<file path="src/rtl/aclink_frame_tx.sv">
module aclink_frame_tx #(
  parameter int SLOT_W = 20,
  parameter int NSLOT  = 12,
  parameter int TAG_W  = 16
) (
  input  logic                    bclk,
  input  logic                    rst_n,
  input  logic                    halt,
  input  logic [NSLOT*SLOT_W-1:0] slot_data_i,
  input  logic [NSLOT-1:0]        slot_valid_i,
  output logic                    frame_start_o,
  output logic                    sync_o,
  output logic                    sdata_o
);

  localparam int MAXW = (TAG_W > SLOT_W) ? TAG_W : SLOT_W;
  localparam int BW   = $clog2(MAXW);
  localparam int SLW  = $clog2(NSLOT + 1);
  localparam int SEQ  = 2 ** BW;

  logic                    active_q;
  logic [SLW-1:0]          slot_q;
  logic [BW-1:0]           bit_q;
  logic [NSLOT*SLOT_W-1:0] data_q;
  logic [NSLOT-1:0]        valid_q;

  wire tag_end   = (slot_q == '0) && (bit_q == BW'(TAG_W - 1));
  wire slot_end  = (bit_q == BW'(SLOT_W - 1));
  wire frame_end = (slot_q == SLW'(NSLOT)) && slot_end;
  wire load      = !active_q || frame_end;

  always_ff @(posedge bclk) begin
    if (!rst_n) begin
      active_q <= 1'b0;
      slot_q   <= '0;
      bit_q    <= '0;
      data_q   <= '0;
      valid_q  <= '0;
    end else if (halt) begin
      active_q <= 1'b0;
      slot_q   <= '0;
      bit_q    <= '0;
    end else begin
      active_q <= 1'b1;
      if (load) begin
        slot_q  <= '0;
        bit_q   <= '0;
        data_q  <= slot_data_i;
        valid_q <= slot_valid_i;
      end else if (tag_end || (slot_q != '0 && slot_end)) begin
        slot_q <= slot_q + 1'b1;
        bit_q  <= '0;
      end else begin
        bit_q <= bit_q + 1'b1;
      end
    end
  end

  // tag and slot bits laid out in transmit order, indexed by bit_q
  logic [SEQ-1:0]    tag_seq;
  logic [SEQ-1:0]    slot_seq;
  logic [SLOT_W-1:0] cur_word;
  logic              cur_valid;

  always_comb begin
    tag_seq    = '0;
    tag_seq[0] = |valid_q;
    for (int i = 0; i < NSLOT; i++) tag_seq[1+i] = valid_q[i];
  end

  always_comb begin
    cur_word  = '0;
    cur_valid = 1'b0;
    for (int i = 0; i < NSLOT; i++) begin
      if (slot_q == SLW'(i + 1)) begin
        cur_word  = data_q[i*SLOT_W +: SLOT_W];
        cur_valid = valid_q[i];
      end
    end
  end

  always_comb begin
    slot_seq = '0;
    for (int j = 0; j < SLOT_W; j++) slot_seq[j] = cur_word[SLOT_W-1-j];
  end

  assign sync_o        = active_q && (slot_q == '0);
  assign frame_start_o = sync_o && (bit_q == '0);
  assign sdata_o       = active_q && ((slot_q == '0) ? tag_seq[bit_q]
                                                     : (cur_valid && slot_seq[bit_q]));

  logic [BW:0] sync_run;
  always_ff @(posedge bclk) begin
    if (!rst_n) sync_run <= '0;
    else        sync_run <= sync_o ? sync_run + 1'b1 : '0;
  end

  AST_SYNC_LEN: assert property (@(posedge bclk) disable iff (!rst_n)
    (sync_run != '0 && !sync_o && !$past(halt)) |-> (sync_run == (BW+1)'(TAG_W)));
  AST_SYNC_MAX: assert property (@(posedge bclk) disable iff (!rst_n)
    sync_run <= (BW+1)'(TAG_W));
  AST_START_ON_SYNC: assert property (@(posedge bclk) disable iff (!rst_n)
    $rose(sync_o) |-> frame_start_o);
  AST_RSVD_ZERO: assert property (@(posedge bclk) disable iff (!rst_n)
    (sync_o && bit_q > BW'(NSLOT)) |-> !sdata_o);
  AST_STUFF_ZERO: assert property (@(posedge bclk) disable iff (!rst_n)
    (active_q && slot_q != '0 && !cur_valid) |-> !sdata_o);
  AST_HALT_QUIET: assert property (@(posedge bclk) disable iff (!rst_n)
    halt |=> (!sync_o && !sdata_o && !frame_start_o));
  AST_SHADOW_HOLD: assert property (@(posedge bclk) disable iff (!rst_n)
    (active_q && !frame_end && !halt) |=> ($stable(data_q) && $stable(valid_q)));

endmodule

</file>
<file path="config.mk">
export PLATFORM = sky130hd
export DESIGN_NAME = aclink_frame_tx
export DESIGN_NICKNAME = d
export VERILOG_FILES = /design/src/rtl/aclink_frame_tx.sv
export SDC_FILE = /design/constraint.sdc
export NUM_CORES = 1
export LEC_CHECK = 0
export BUFFER_PORTS_ARGS = -buffer_cell sky130_fd_sc_hd__buf_2
export CORE_MARGIN = 8
export CORE_UTILIZATION = 38
export DETAILED_ROUTE_END_ITERATION = 6
export PLACE_DENSITY = 0.6
export SETUP_SLACK_MARGIN = 0.5
export SLEW_MARGIN = 20
export SYNTH_ARGS = -nofsm -noshare
export SYNTH_HDL_FRONTEND = slang
export SYNTH_SLANG_ARGS = --single-unit
</file>
<file path="constraint.sdc">
create_clock -name bclk -period 9.61 [get_ports bclk]
set_clock_uncertainty 0.2 [all_clocks]
set_input_delay 2.883 -clock bclk [delete_from_list [all_inputs] [get_ports bclk]]
set_output_delay 2.883 -clock bclk [all_outputs]
set_load 0.005 [all_outputs]
</file>
==> results.md <==
* Routability cong. at 0.9838
* Max H-tree Level at 1
* Post-DP HPWL at about 38 mm
* Buf/Inv on CP at 3
* Vias per cell at 5.331
* Largest area contributor in the synthesized netlist: dfxtp_1
* CTS tree: done
* Final WS setup at 1.986 ns
* Comb pwr share at 8.4%
* Max-slew violations at 0
* Tmin final at around 7.6 ns
* Fmax at 131.2 MHz
* Critical Path Sink Type: output pin
* Share of cells above drive strength 1 at between 10% and 20%
* CP peak stage delay at about 0.83 ns
* Int Pwr at around 1.9 mW
* Status: completed
* Library cells used by synthesis at 67
* Power density cells at 166.0 nW/um^2
* DR iter-0 viols at 920
* Post-CTS Setup Inserts at 0
* Top FF cell, synth: dfxtp_1
* Met2 usage at a little over two fifths
* Startpoint types: flip-flop
* I/O Buffers at 257
* Clock Sinks at 262
* Avg Cell Area, Syn at 7.795 sq um
* Mapped Cells at 1637
* Critical path required time at ~6.5 ns
* Seq/Total Area, Yosys at 41.11%
* # setup viols final at 0
* Max-cap check violation count at 0
* Global routing usage on met3 at 3.132%
* Synth async-reset ratio at 0%
* DR vias at 12050
* Period utilization at 79.33%
* WP data arrival at 4.54 ns
* Synthesized area at 12760 sq um
* Crit path depth at 11
* Clock network power share at 43.5%
* Placement Rows at 67
* Largest net degree at the start of global routing at 253
* DP Worst Slack at 2.619 ns
* Initial antenna violation count at 0
* Final TNS setup at 0 ns
* Root buf cell: clkbuf_16
* All-Layer GR Usage at between 20% and 30%
* Die width at 199.2 microns
* Met1 usage at 30.78%
* Critical-path maximum fanout at 66
* Hold Buf Count CTS at 0
* Filler cells at about 3400
* Seq pwr share at 48.1%
* Detail Route Antenna Nets at 0
* Gr ovfl total at 0
* Gr busiest metal: met2
* CP max stage cell: nor2b_1
* Switching Fraction at approximately a quarter
* Most common cell in the netlist: nand2_1
* First-pass GRT wire length at 73.99 mm
* Die height at 199.2 microns
* Total Wirelength at 50.03 mm
* R2r endpoint: data_q[74]$_SDFFE_PN0P_
* Multi-input logic area at 6798 sq um
* Drt first pass iters at 6
* Final #Nets at between 2000 and 2500
* Lkg Pwr at between 5 and 6 nW
* Worst slew margin at 28.65%
* Drt wl/cell at ~22 microns
* I/O Pins at approximately 260
* Clk_lat worst skew at 0.55 ns
* CP most frequent cell: a31oi_1
* Yosys warns at 0
* CP delay by family, top: compound AO/OA/AOI/OAI gates
* Worst slew pin tran at approximately 1.0 ns
* CTS clk-pin slew, worst paths at 0.06 ns
* Synthesis-to-finish area growth at 17.77%
* # diodes at 0
* Hold Path Class: reg2reg
* Peak supply drop at 0.0001339 V
* CP Cell Sequence: inv_1, ha_2, buf_4, nor2b_1, a221o_1, o211ai_1, a311oi_1, o221a_2, a31oi_1, a31oi_1, buf_2
* TritonCTS buffer count at 28
* Vias in the first global route at between 10000 and 15000
* Synthesis-stage register bit count at around 260
* Clk buf depth at 3
* Worst R2R Setup Slack at 5.39 ns
* RSZ-0062 raised after global routing: no
* Post-CTS Resized at 0
* Area occupied by registers at 5245 sq um
* Syn Nets at approximately 1900
* Core ar. at between 30000 and 40000 sq um
* Final hold violation count at 0
* Worst R2R Path Depth at 8
* Crit Path Class: reg2out
* Worst Setup EP: sdata_o
* Top cells by area, synth: dfxtp_1, nand2_1, a21boi_0
* Area share of the largest cell type after synthesis at about 41%
* Starting Density at between 30% and 40%
* Number of synthesized flops with an enable pin at 0
* Synth top cells by count: nand2_1, dfxtp_1, a21boi_0
* HP Start: data_q[194]$_SDFFE_PN0P_
* CP startpoint: slot_q[0]$_SDFFE_PP0P_
* Reg-to-reg startpoint: slot_q[1]$_SDFFE_PP0P_
* Switching power at 0.6001 mW
* Die area at 39700 sq um
* DRC Markers at 0
[logic make-up (layout without fill, tap and decap cells)]
kind of cell               after synthesis  after routing  share of synthesized area (%)
AOI/OAI and AO/OA                      498            498                          28.83
xor gates and xnor gates                 4              4                         0.2746
adders and majority gates                7              7                         0.6864
buffers and inverters                  168            344                          5.756
DFF                                    262            262                          41.11
muxes                                    6              6                         0.6766
and+or+nand+nor                        692            692                          22.67
[cell usage in the layout, fill, tap and decap left out, drive strengths merged, types with 12 or more instances in the layout]
cell type / count
a211oi: 19
a21boi: 255
a21oi: 47
a221oi: 21
buf: 271
clkbuf: 43
dfxtp: 262
inv: 22
nand2: 551
nand2b: 12
nand3: 12
nand3b: 24
nor2: 39
nor2b: 12
o21ai: 34
o221ai: 14
[power by group through the flow]
stage	clock (mW)	sequential (mW)	combinational (mW)
finish	1.08	1.20	0.209
global route	1.15	1.21	0.238
floorplan	0	1.19	0.127
detailed placement	0	1.22	0.211
CTS	1.11	1.20	0.212
global placement	0	1.23	0.208
[state kept, by name, summed over array words and instances (netlist names)]
| name | flops |
|---|---|
| data_q | 240 |
| active_q | 1 |
| bit_q | 5 |
| slot_q | 4 |
| valid_q | 12 |
[through the flow]
| stage | util (%) | cell area, sq um | total power [mW] | instances | hold WS [ns] |
|---|---|---|---|---|---|
| after detailed placement | 42.38 | 14100 | 1.436 | 2212 | 0.2604 |
| after CTS | 45.15 | 15030 | 2.520 | 2261 | 0.2681 |
| after floorplan | - | 12760 | 1.320 | 1637 | 0.2382 |
| after global placement | 42.38 | 14100 | 1.433 | 2212 | 0.2564 |
| after global routing | 45.15 | 15030 | 2.593 | 2261 | 0.2870 |
| final | 45.15 | 15030 | 2.494 | 2261 | 0.2643 |
[per-layer routing]
layer,vias up,part of all wire (%)
met1,5700,43
met4,0,2.6
met3,64,4.9
met2,345,50
met5,-,0
li1,5944,-
[worst register-to-register path, cell delays in order (launching register included)]
cell	delay [ns]
dfxtp_1	0.42
inv_1	0.10
ha_1	0.33
and3_1	0.53
a21boi_0	0.63
or2_4	0.62
buf_4	0.87
nand2_1	0.22
a21boi_0	0.22
[worst min-delay path by stage]
stage,endpoint,cells past startpoint
floorplan,data_q[146]$_SDFFE_PN0P_,2
finish,data_q[194]$_SDFFE_PN0P_,2
detailed placement,data_q[58]$_SDFFE_PN0P_,2
CTS,data_q[58]$_SDFFE_PN0P_,2
global route,data_q[6]$_SDFFE_PN0P_,2
global placement,data_q[44]$_SDFFE_PN0P_,2
[area by class of cell]
cell class / instances / area share (%)
Multi-Input combinational cell: 1207 / 45.24
Sequential cell: 262 / 34.90
Timing Repair Buffer: 271 / 9.384
Clock buffer: 43 / 5.371
Tap cell: 448 / 3.730
Clock inverter: 6 / 0.7744
Inverter: 24 / 0.5995
(Power assumes the default switching activity.)
